[src/rtl/uart_fe_pkg.sv]
package uart_fe_pkg;

  typedef enum logic [1:0] {
    SEL_NONE = 2'd0,
    SEL_TX   = 2'd1,
    SEL_RX   = 2'd2,
    SEL_STAT = 2'd3
  } reg_sel_e;

  localparam int unsigned ST_RXRDY_BIT = 0;
  localparam int unsigned ST_TXRDY_BIT = 1;

endpackage

[src/rtl/uart_fe_decode.sv]
module uart_fe_decode
  import uart_fe_pkg::*;
#(
  parameter int unsigned ADDR_W    = 5,
  parameter int unsigned WIN_WORDS = 6,
  parameter int unsigned TX_IDX    = 0,
  parameter int unsigned RX_IDX    = 1,
  parameter int unsigned ST_IDX    = 5
) (
  input  logic [ADDR_W-1:0] addr,
  output reg_sel_e          sel
);
  localparam int unsigned IDX_W = ADDR_W - 2;

  logic [IDX_W-1:0] idx;
  logic             aligned;
  logic             in_win;

  always_comb begin
    idx     = addr[ADDR_W-1:2];
    aligned = (addr[1:0] == 2'b00);
    in_win  = ({1'b0, idx} < (IDX_W+1)'(WIN_WORDS));
    sel     = SEL_NONE;
    if (aligned && in_win) begin
      if (idx == IDX_W'(TX_IDX))      sel = SEL_TX;
      else if (idx == IDX_W'(RX_IDX)) sel = SEL_RX;
      else if (idx == IDX_W'(ST_IDX)) sel = SEL_STAT;
    end
  end
endmodule

[src/rtl/uart_fe_rx_slot.sv]
module uart_fe_rx_slot #(
  parameter int unsigned BYTE_W = 8
) (
  input  logic              clk,
  input  logic              rst,
  input  logic              in_valid,
  input  logic [BYTE_W-1:0] in_data,
  output logic              in_ready,
  input  logic              drain,
  output logic [BYTE_W-1:0] held,
  output logic              full
);
  logic take;

  assign in_ready = ~full;
  assign take     = in_valid & ~full;

  always_ff @(posedge clk) begin
    if (rst) begin
      held <= '0;
      full <= 1'b0;
    end else begin
      if (take) begin
        held <= in_data;
        full <= 1'b1;
      end else if (drain) begin
        full <= 1'b0;
      end
    end
  end
endmodule

[src/rtl/uart_fe_tx_gate.sv]
module uart_fe_tx_gate #(
  parameter int unsigned BYTE_W = 8
) (
  input  logic              wr_hit,
  input  logic [BYTE_W-1:0] wbyte,
  input  logic              out_ready,
  output logic              out_valid,
  output logic [BYTE_W-1:0] out_data
);
  assign out_valid = wr_hit & out_ready;
  assign out_data  = wbyte;
endmodule

[src/rtl/uart_fe_rdmux.sv]
module uart_fe_rdmux
  import uart_fe_pkg::*;
#(
  parameter int unsigned DATA_W = 32,
  parameter int unsigned BYTE_W = 8
) (
  input  logic              clk,
  input  logic              rst,
  input  logic              rd_en,
  input  reg_sel_e          sel,
  input  logic [BYTE_W-1:0] held,
  input  logic              full,
  input  logic              tx_ready,
  output logic [DATA_W-1:0] rdata
);
  logic [DATA_W-1:0] stat_word;
  logic [DATA_W-1:0] next_word;

  always_comb begin
    stat_word               = '0;
    stat_word[ST_RXRDY_BIT] = full;
    stat_word[ST_TXRDY_BIT] = tx_ready;
    case (sel)
      SEL_RX:   next_word = DATA_W'(held);
      SEL_STAT: next_word = stat_word;
      default:  next_word = '0;
    endcase
  end

  always_ff @(posedge clk) begin
    if (rst)        rdata <= '0;
    else if (rd_en) rdata <= next_word;
  end
endmodule

[src/rtl/uart_reg_frontend.sv]
module uart_reg_frontend
  import uart_fe_pkg::*;
#(
  parameter int unsigned ADDR_W    = 5,
  parameter int unsigned DATA_W    = 32,
  parameter int unsigned BYTE_W    = 8,
  parameter int unsigned WIN_WORDS = 6,
  parameter int unsigned TX_IDX    = 0,
  parameter int unsigned RX_IDX    = 1,
  parameter int unsigned ST_IDX    = 5
) (
  input  logic              clk,
  input  logic              rst,
  input  logic [ADDR_W-1:0] bus_addr,
  input  logic              bus_wr_en,
  input  logic [DATA_W-1:0] bus_wdata,
  input  logic              bus_rd_en,
  output logic [DATA_W-1:0] bus_rdata,
  input  logic              rx_valid,
  input  logic [BYTE_W-1:0] rx_data,
  output logic              rx_ready,
  output logic              tx_valid,
  output logic [BYTE_W-1:0] tx_data,
  input  logic              tx_ready
);
  reg_sel_e          sel;
  logic              rd_rx;
  logic              wr_tx;
  logic [BYTE_W-1:0] held;
  logic              full;

  uart_fe_decode #(
    .ADDR_W(ADDR_W), .WIN_WORDS(WIN_WORDS),
    .TX_IDX(TX_IDX), .RX_IDX(RX_IDX), .ST_IDX(ST_IDX)
  ) u_dec (
    .addr(bus_addr),
    .sel (sel)
  );

  assign rd_rx = bus_rd_en & (sel == SEL_RX);
  assign wr_tx = bus_wr_en & (sel == SEL_TX);

  uart_fe_rx_slot #(.BYTE_W(BYTE_W)) u_rx (
    .clk     (clk),
    .rst     (rst),
    .in_valid(rx_valid),
    .in_data (rx_data),
    .in_ready(rx_ready),
    .drain   (rd_rx),
    .held    (held),
    .full    (full)
  );

  uart_fe_tx_gate #(.BYTE_W(BYTE_W)) u_tx (
    .wr_hit   (wr_tx),
    .wbyte    (bus_wdata[BYTE_W-1:0]),
    .out_ready(tx_ready),
    .out_valid(tx_valid),
    .out_data (tx_data)
  );

  uart_fe_rdmux #(.DATA_W(DATA_W), .BYTE_W(BYTE_W)) u_rd (
    .clk     (clk),
    .rst     (rst),
    .rd_en   (bus_rd_en),
    .sel     (sel),
    .held    (held),
    .full    (full),
    .tx_ready(tx_ready),
    .rdata   (bus_rdata)
  );
endmodule

[config.mk]
export PLATFORM = sky130hd
export DESIGN_NAME = uart_reg_frontend
export DESIGN_NICKNAME = d
export VERILOG_FILES = /design/src/rtl/uart_fe_pkg.sv /design/src/rtl/uart_fe_decode.sv /design/src/rtl/uart_fe_rx_slot.sv /design/src/rtl/uart_fe_tx_gate.sv /design/src/rtl/uart_fe_rdmux.sv /design/src/rtl/uart_reg_frontend.sv
export SDC_FILE = /design/constraint.sdc
export NUM_CORES = 1
export LEC_CHECK = 0
export ABC_AREA = 1
export BUFFER_PORTS_ARGS = -buffer_cell sky130_fd_sc_hd__buf_4
export CORE_ASPECT_RATIO = 1.4
export CORE_MARGIN = 2
export CORE_UTILIZATION = 35
export CTS_BUF_LIST = sky130_fd_sc_hd__clkbuf_16
export DETAILED_ROUTE_END_ITERATION = 12
export GPL_ROUTABILITY_DRIVEN = 0
export PLACE_DENSITY = 0.75
export SETUP_SLACK_MARGIN = 0.02
export SLEW_MARGIN = 20
export SYNTH_ARGS = -nofsm -noshare
export SYNTH_HDL_FRONTEND = slang
export SYNTH_HIERARCHICAL = 1
export SYNTH_SLANG_ARGS = --single-unit
export TNS_END_PERCENT = 20
[constraint.sdc]
create_clock -name clk -period 2.8 [get_ports clk]
set_input_delay 0 -clock clk [delete_from_list [all_inputs] [get_ports clk]]
set_output_delay 0 -clock clk [all_outputs]
set_load 0.05 [all_outputs]
[Word-level counts from Yosys, hierarchy flattened]
Index checks and enable logic that the tools add are counted.
Word-level totals
  bits of input ports: 51
  register bits after elaboration: 41
  memories: 0
  latch bits: 0
  RAM bits: 0
  bits in read-only memories: 0
  output and inout bits: 42
  word-level logic and storage cells: 25
Operators by class
  add/sub/neg operators: 0
  bitwise operators: 5
  shifts and indexed selects: 0
  div/mod/pow operators: 0
  reduce and logical (&&, ||, !) cells: 4
  $mul: 0
  eq/ne operators: 5
  order comparisons: 1
  mux-type cells: 7
Operators by type and width (number)
  $pmux W8 S2: 1
  $mux W2: 4
  $and A1 B1 Y1: 4
  $eq A2 B2 Y1 const B: 2
  $eq A3 B1 Y1 const B: 1
  $eq A3 B3 Y1 const B: 1
  $logic_not A3 Y1: 1
  $lt A3 B3 Y1 const B: 1
  $eq A2 B1 Y1 const B: 1
  $logic_not A2 Y1: 1
  $mux W1: 2
  $reduce_bool A2 Y1: 1
  $logic_and A1 B1 Y1: 1
  $not A1 Y1: 1

[Longest topological paths before layout]
Gate-level depths: netlist of the first run.
  depth after elaboration: 9
  depth in mapped cells: 9
  depth with buffers taken out: 9

[Hierarchy]
Netlist of the first run, hierarchy kept.
By module, submodules not included
  uart_fe_rdmux: area an instance 550.5 µm², instances 1, sequential area each 160.2 µm², cells each 70
  uart_fe_rx_slot: area an instance 392.9 µm², instances 1, sequential area each 180.2 µm², cells each 58
  uart_fe_tx_gate: area an instance 67.6 µm², instances 1, sequential area each 0.0 µm², cells each 10
  uart_fe_decode: area an instance 37.5 µm², instances 1, sequential area each 0.0 µm², cells each 10
  uart_reg_frontend: area an instance 15.0 µm², instances 1, sequential area each 0.0 µm², cells each 4

[Worst setup path after synthesis of the first run]
Ideal clock, no wire load.
  path kind: input -> output
  from: in bus_addr[1]
  to: out tx_valid
  required time: 2800 ps
  cell stages on the path: 7
  arrival: 991 ps
  buffers on the path: 0
  slack: 1809 ps
  cell sequence: nor2_1 > nand2_1 > nor2_1 > nand2_1 > nor2_1 > nand2_1 > inv_1
Between the ends
  cells in the longest elaborated chain, start to end: 6
RTL lines
  start: declaration: line uart_reg_frontend.sv:14  | input logic [ADDR_W-1:0] bus_addr,
  $logic_not A2 Y1: line uart_fe_decode.sv:21  | aligned = (addr[1:0] == 2'b00);
  $logic_and A1 B1 Y1: line uart_fe_decode.sv:24  | if (aligned && in_win) begin
  $mux W2: line uart_fe_decode.sv:24
  via sel[0]: line uart_reg_frontend.sv:26  | reg_sel_e sel;
  $eq A2 B1 Y1: line uart_reg_frontend.sv:41  | assign wr_tx = bus_wr_en & (sel == SEL_TX);
  $and A1 B1 Y1: line uart_reg_frontend.sv:41
  via wr_tx: line uart_reg_frontend.sv:28  | logic wr_tx;
  $and A1 B1 Y1: line uart_fe_tx_gate.sv:10  | assign out_valid = wr_hit & out_ready;
  end: declaration: line uart_reg_frontend.sv:22  | output logic tx_valid,
The timed path passes the listed nets, and every way through them passes these cells.

[Worst setup path after layout of the first run]
Same ends and word-level chain as after synthesis.

==> summary.md, run 1 <==
Summing internal, switching and leakage power gives 0.000733 W. The share of the yosys chip area belonging to registers came out at 0.320. The number of remaining DRC errors was 0.

The fraction of power consumed by combinational cells is 0.250. The run gives 3 as the clock buffer count from CTS. The final layout contains 226 nets.

The run gives 340 um^2 as the footprint of the flip-flops and latches. The logs give 250 ps for the latest clock arrival within the worst-skew pair and 0 for the aggregate global routing overflow. Measured along the y axis, the die boundary spans 69.2 um. The run finished with clean final reports.

The largest total area in the synthesized netlist belongs to dfxtp_1. The floorplan step defined a die boundary enclosing 3500 um^2. The nature of the critical path startpoint is a primary input. For the power share of the sequential group, the log shows 0.367.

The count of pins over their slew limit is 0, and the share of synthesized cell area in full adder, half adder and majority cells is 0. The post-route clock period utilization works out to 0.407. The run gives 0.370 as the initial cell density of the core.

Detailed placement ended at an HPWL of 1340 um. For this run, the detailed router's first-pass iteration total came to 4. The sink count of the clock tree was 17. The number of distinct standard cells referenced by the synthesized netlist was 15. 0 antenna diodes ended up in the layout.

Number of global-route vias before repair: 666. By startpoint and endpoint, the worst setup path is classified as primary input to output pin. Synthesis produced 152 cells.

By area the synthesized netlist is led by dfxtp_1 32%, buf_4 23%, nand2_1 8.8%. 93 I/O pins were placed. Across all hold checks on the routed design, the worst slack comes to 0.0193 ps. STA classifies the critical path endpoint as an output pin.

The depth of the CTS H-tree is 1. Counting flops with a built-in enable in the synthesized netlist gives 0. The simple-gate share of the synthesized area came out at 0.264.

Area fraction in compound gates after synthesis: 0.0894. The cell-internal power was 0.000496 W. The overall via count from detail_route was 828.

The synthesized netlist occupies a cell area of 1060 um^2. The tools report the maximum achievable frequency as 877 MHz. After filler insertion, the fill cell instance count of the layout stands at 329. The analysis attributes to cell leakage a power of 0.652 nW. For this design the ratio of total power to cell area is 594 nW/um^2.

The die width was 50.6 um; the reported net switching power was 0.000237 W. Across the routed clock network, the largest skew measured is 1.20 ps. Synthesis inferred 17 register bits.

The number of instances resized during post-cts repair was 0. For this run, the leading register cell type out of synthesis is dfxtp_1. Worst hold path class: primary input to output pin.

The run gives 1690 um as the total wirelength of the detailed-routed design. After routing, the total negative slack on setup checks comes to 0 ps. The largest buffer count on any clock path was 2; the area overhead of the layout relative to synthesis was 16.0%. A synthesized cell averages 7.00 um^2. Max-cap violations in this run came to 0.

The clock share of power came out at 0.383. The mux cell area share after synthesis works out to 0. The first global-routing pass estimated 2690 um of wire.

The fraction of post-synthesis cell area in the top cell type by area is 0.320, and the number of rows in the core area is 23. Across the VDD grid, the largest voltage drop is 233 uV. The data required time of the critical path is 2800 ps. Along the worst path, the maximum fanout reaches 6. The number of antenna violations at the first check in global routing was 0; the yosys synthesis warning count was 6.

The number of port buffers was 28; the share of flip-flops with an asynchronous set or reset was 0. After the first detailed-routing iteration, the DRC count stood at 5. The pin count of the biggest net entering global routing is 18, and the final number of hold-violating endpoints is 0. TritonCTS built the clock tree. Switching share of power: 0.324.

The largest family of logic cells by synthesized area was buffers and inverters. The commonest cells after synthesis are 32 x buf_4, 25 x nand2_1, 25 x nor2_1. The XOR/XNOR share of the synthesized area is 0.

Yosys instantiated no cell more often than buf_4. The logs give 0.0991 for the overall track demand over capacity in global routing and 0 for the residual antenna-violating net count after detailed routing. Clock tree synthesis selected as its root buffer the cell clkbuf_16. The fraction of final layout cells sized beyond drive strength 1 was 0.264.

The logs give 465 um^2 for the area of the multi-input gates and 1140 ps for the signal arrival time at the worst endpoint. Dividing the detail-routed via count by the number of cells gives 3.92. The core box area was 2880 um^2; the routed wirelength normalized by instance count was 8.01 um.

Setup violations remaining at the end of the flow were counted as 0. Setup repair after global routing left no endpoint under its margin. Time the final worst path needs with I/O delays and setup: 1140 ps.
area by class of cell:
cell class | count | area share
clock buffer | 3 | 0.0609
clock inverter | 1 | 0.00406
inverter | 21 | 0.0659
multi-input combinational | 103 | 0.377
sequential | 17 | 0.276
tap | 37 | 0.0375
timing repair buffer | 29 | 0.178
logic make-up (layout without fill, tap and decap cells):
kind of cell	after synthesis	after routing
buf+inv	55	54
other cells	1	24
flops	17	17
compound gates	13	13
simple gates	66	66
worst max-delay path, cell delays in order:
cell and delay (ps):
buf_4 110, nor2_1 90, nand2_1 70, nor2_1 390, nand2_1 100, nor2_1 100, nand2_1 60, inv_1 50
buf_4 180
registers in the layout, summed over array words and instances, names as in the netlist:
name        count
u_rd/rdata      8
u_rx/full       1
u_rx/held       8
power groups by stage:
stage / clock, W / sequential, W / combinational [W]
3_5_place_dp: 0 / 0.000274 / 0.000183
4_1_cts: 0.000290 / 0.000269 / 0.000184
2_1_floorplan: 0 / 0.000292 / 0.000182
6_report: 0.000281 / 0.000269 / 0.000183
3_3_place_gp: 0 / 0.000273 / 0.000181
5_1_grt: 0.000296 / 0.000270 / 0.000197
per-layer routing:
metal / routed length [um] / vias up / global-route usage / share of wire
met5: 0 / - / 0 / 0
met4: 63 / 0 / 0.0961 / 0.037
met3: 149 / 5 / 0.0151 / 0.088
met2: 793 / 40 / 0.152 / 0.47
met1: 685 / 336 / 0.112 / 0.41
li1: - / 447 / - / -
final timing paths:
path	from	end	slack, ps	cells past startpoint
worst max-delay path	bus_addr[1]	tx_valid	1660	9
worst max register to register	u_rx/full	u_rx/held[4]	1940	4
worst min-delay path	bus_wdata[2]	tx_data[2]	0.02	0
worst min register to register	u_rx/held[3]	u_rd/rdata[3]	460	2
repair_timing:
action / in CTS / in global routing
hold buffers: 1 / 0
setup buffers: 0 / 0
endpoints found under the setup margin: 0 / 0
hold endpoints to repair: 1 / 0
cell usage in the layout, fill, tap and decap left out, types with 3 or more instances in the layout:
master and instances:
o21ai_0 4, nand3_1 14, buf_4 28, dfxtp_1 17, nor2_1 25, inv_2 3, nand2_1 25, clkbuf_16 3
conb_1 24, inv_1 17, a21oi_2 6
metrics by stage:
step                      utilization  area, um^2  instances  setup slack, ps
after floorplan                     -        1150        175             1810
after global placement          0.397        1140        206             1700
after detailed placement        0.397        1140        206             1650
after CTS                       0.429        1230        211             1640
after global routing            0.429        1230        211             1500
final                           0.429        1230        211             1660
Power figures use the tool's default switching activity.
==> run 2, diff against run 1 <==
--- a/config.mk
+++ b/config.mk
@@ -9,11 +9,11 @@
 export BUFFER_PORTS_ARGS = -buffer_cell sky130_fd_sc_hd__buf_4
 export CORE_ASPECT_RATIO = 1.4
 export CORE_MARGIN = 2
-export CORE_UTILIZATION = 35
+export CORE_UTILIZATION = 34
 export CTS_BUF_LIST = sky130_fd_sc_hd__clkbuf_16
 export DETAILED_ROUTE_END_ITERATION = 12
 export GPL_ROUTABILITY_DRIVEN = 0
-export PLACE_DENSITY = 0.75
+export PLACE_DENSITY = 0.76
 export SETUP_SLACK_MARGIN = 0.02
 export SLEW_MARGIN = 20
 export SYNTH_ARGS = -nofsm -noshare
==> constraint.sdc (replaced) <==
create_clock -name clk -period 1 [get_ports clk]
set_input_delay 0 -clock clk [delete_from_list [all_inputs] [get_ports clk]]
set_output_delay 0 -clock clk [all_outputs]
set_load 0.05 [all_outputs]
==> summary.md, run 2 (synthesis results as in run 1) <==
The overall via count from detail_route is 835 (+0.85%), and the count of placed standard cells including taps is 210 (+1.9%). Data required time of the critical path: 1000 ps (-1800 ps). The path type of the worst setup path is register to output pin. The final instance area is 1270 um^2 (+2.9%), and the number of remaining DRC errors is 0 (unchanged).

The number of detailed-routing iterations run before antenna repair came out at 6 (+2). The worst clock skew came out at 3.27 ps (+2.08 ps). The flow ran to the end, and the final reports show no timing, DRC or antenna violations. The largest registers in the layout are u_rd/rdata (8), u_rx/held (8), u_rx/full (1). Based on the critical path, the design can be clocked at up to 1090 MHz.

The overall track demand over capacity in global routing was 0.103 (+0.00434). The number of port buffers is 28 (unchanged), and the number of max-capacitance violations reported is 0 (unchanged). The logs give 9 (+4) for the count of routing violations after the opening detailed-route iteration and 24 (+4.3%) for the number of rows in the core area. The number of global-route vias before repair came out at 718 (+7.8%). The tree is rooted in a clkbuf_16. The total power divided by cell area was 1620 nW/um^2 (+170%). TritonCTS built the clock tree.

The worst-case hold slack came out at 0.0220 ps (+0.00268 ps). The tools report the nature of the critical path startpoint as a register. The aggregate global routing overflow came out at 0 (unchanged). The fraction of final layout cells sized beyond drive strength 1 is 0.294 (+0.0294). The latest clock arrival within the worst-skew pair came out at 250 ps (about the same).

The residual antenna-violating net count after detailed routing was 0 (unchanged). The tools report the clock buffer count from CTS as 3 (unchanged). The time the final worst path needs with I/O delays and setup works out to 916 ps. The largest buffer count on any clock path is 2 (unchanged), and the signal arrival time at the worst endpoint is 920 ps (-220 ps). The sum of negative setup slack is 0 ps (unchanged), and the maximum fanout count along the critical path is 10 (+4). The final number of hold-violating endpoints is 0 (unchanged), and the die outline area is 3600 um^2 (+2.7%). The number of nets in the layout is 229 (+1.3%), and the sink count of the clock tree is 17 (unchanged).

Post-route clock period utilization: 0.916. The tools report the total wirelength of the detailed-routed design as 1760 um (+4.1%). In this run the worst hold path is classified as primary input to output pin. The fill cell instance count of the final layout is 336 (+2.1%), and the peak supply drop is 778 uV (+230%). For the depth of the CTS H-tree, the log shows 1 (unchanged). The run gives 0 (unchanged) as the final count of negative-setup-slack endpoints. The area overhead of the layout relative to synthesis was 19.4%; the first-pass GRT wire length was 2880 um (+6.9%). The clock slew at the register clock pins of the worst setup and hold paths works out to 50 ps.

The utilization after layout is 0.415 (-0.0141), and the count of pins over their slew limit is 0 (unchanged). The core box area is 3060 um^2 (+6.4%), and the count of boundary I/O pins is 93 (unchanged). The final HPWL from detailed placement was 1340 um (+0.14%).

The initial cell density of the core was 0.347 (-0.0223). The via density per instance came out at 3.87 (-1.5%). The number of antenna violations at the first check in global routing was 0 (unchanged). The pin count of the biggest net entering global routing was 18 (unchanged).

The library cells used most frequently in the layout, excluding fill and tap cells, are 30 x buf_4, 25 x nand2_1, 24 x nor2_1, 24 x conb_1. The run gives 0.659 nW (+1.2%) as the standby leakage power. The endpoint class of the critical path was an output pin. The library cell used most frequently in the layout, excluding fill and tap cells, is buf_4. For the post-layout instance count excluding filler cells, the log shows 216 (+2.4%).

Setup repair after global routing could not meet its margin everywhere. The diode insertion count for antenna repair is 0 (unchanged), and the area after detailed placement is 1160 um^2 (+1.9%). The die width was 51.3 um (+1.3%); the overall die height was 70.2 um (+1.4%).

The routed wirelength normalized by instance count works out to 8.15 um (+1.7%).
run 2: report_power, final:
| group | total, W | internal, W | leakage, nW | switching (W) |
|---|---|---|---|---|
| clock | 0.000783 | 0.000534 | 0.0409 | 0.000249 |
| sequential | 0.000754 | 0.000727 | 0.141 | 0.0000270 |
| combinational | 0.000524 | 0.000133 | 0.478 | 0.000390 |
run 2: final cells by class:
class | instances | area [um^2] | area share
Sequential cell | 17 | 342 | 0.269
Multi-Input combinational cell | 103 | 468 | 0.368
Clock inverter | 1 | 5.00 | 0.00394
Inverter | 21 | 85.1 | 0.0670
Clock buffer | 3 | 75.1 | 0.0591
Tap cell | 39 | 48.8 | 0.0384
Timing Repair Buffer | 32 | 246 | 0.194
run 2: worst max-delay path: stages, from the launching register on:
cell and delay [ps]:
dfxtp_2 340, inv_2 140, buf_6 180
run 2: metrics by stage:
step | worst slack (ps) | power, W
floorplan | 61.6 | 0.00133
global placement | 54.4 | 0.00128
detailed placement | 45.1 | 0.00128
CTS | 42.5 | 0.00208
global route | 10.3 | 0.00215
finish | 83.7 | 0.00206
run 2: metal layers:
metal | routed length [um] | vias to the layer above | part of all wire | global-route usage
met5 | 0 | - | 0 | 0
met3 | 148 | 4 | 0.084 | 0.00855
met2 | 842 | 42 | 0.48 | 0.170
met4 | 53 | 0 | 0.030 | 0.0936
li1 | - | 455 | - | -
met1 | 716 | 334 | 0.41 | 0.114
run 2: path summary, 6_finish.rpt:
kind | from | to | slack [ps] | cells past startpoint
max | u_rx/full | rx_ready | 80 | 2
min | bus_wdata[0] | tx_data[0] | 0.02 | 0
max reg2reg | u_rx/full | u_rx/held[1] | 200 | 4
min reg2reg | u_rx/held[6] | u_rd/rdata[6] | 460 | 2
run 2: what timing repair did:
action                                  in CTS  in global routing
hold endpoints to repair                     1                  0
gates resized for setup                      1                  2
buffers inserted                             0                  1
endpoints found under the setup margin       1                  2
hold buffers                                 1                  0
cloned                                       0                  0
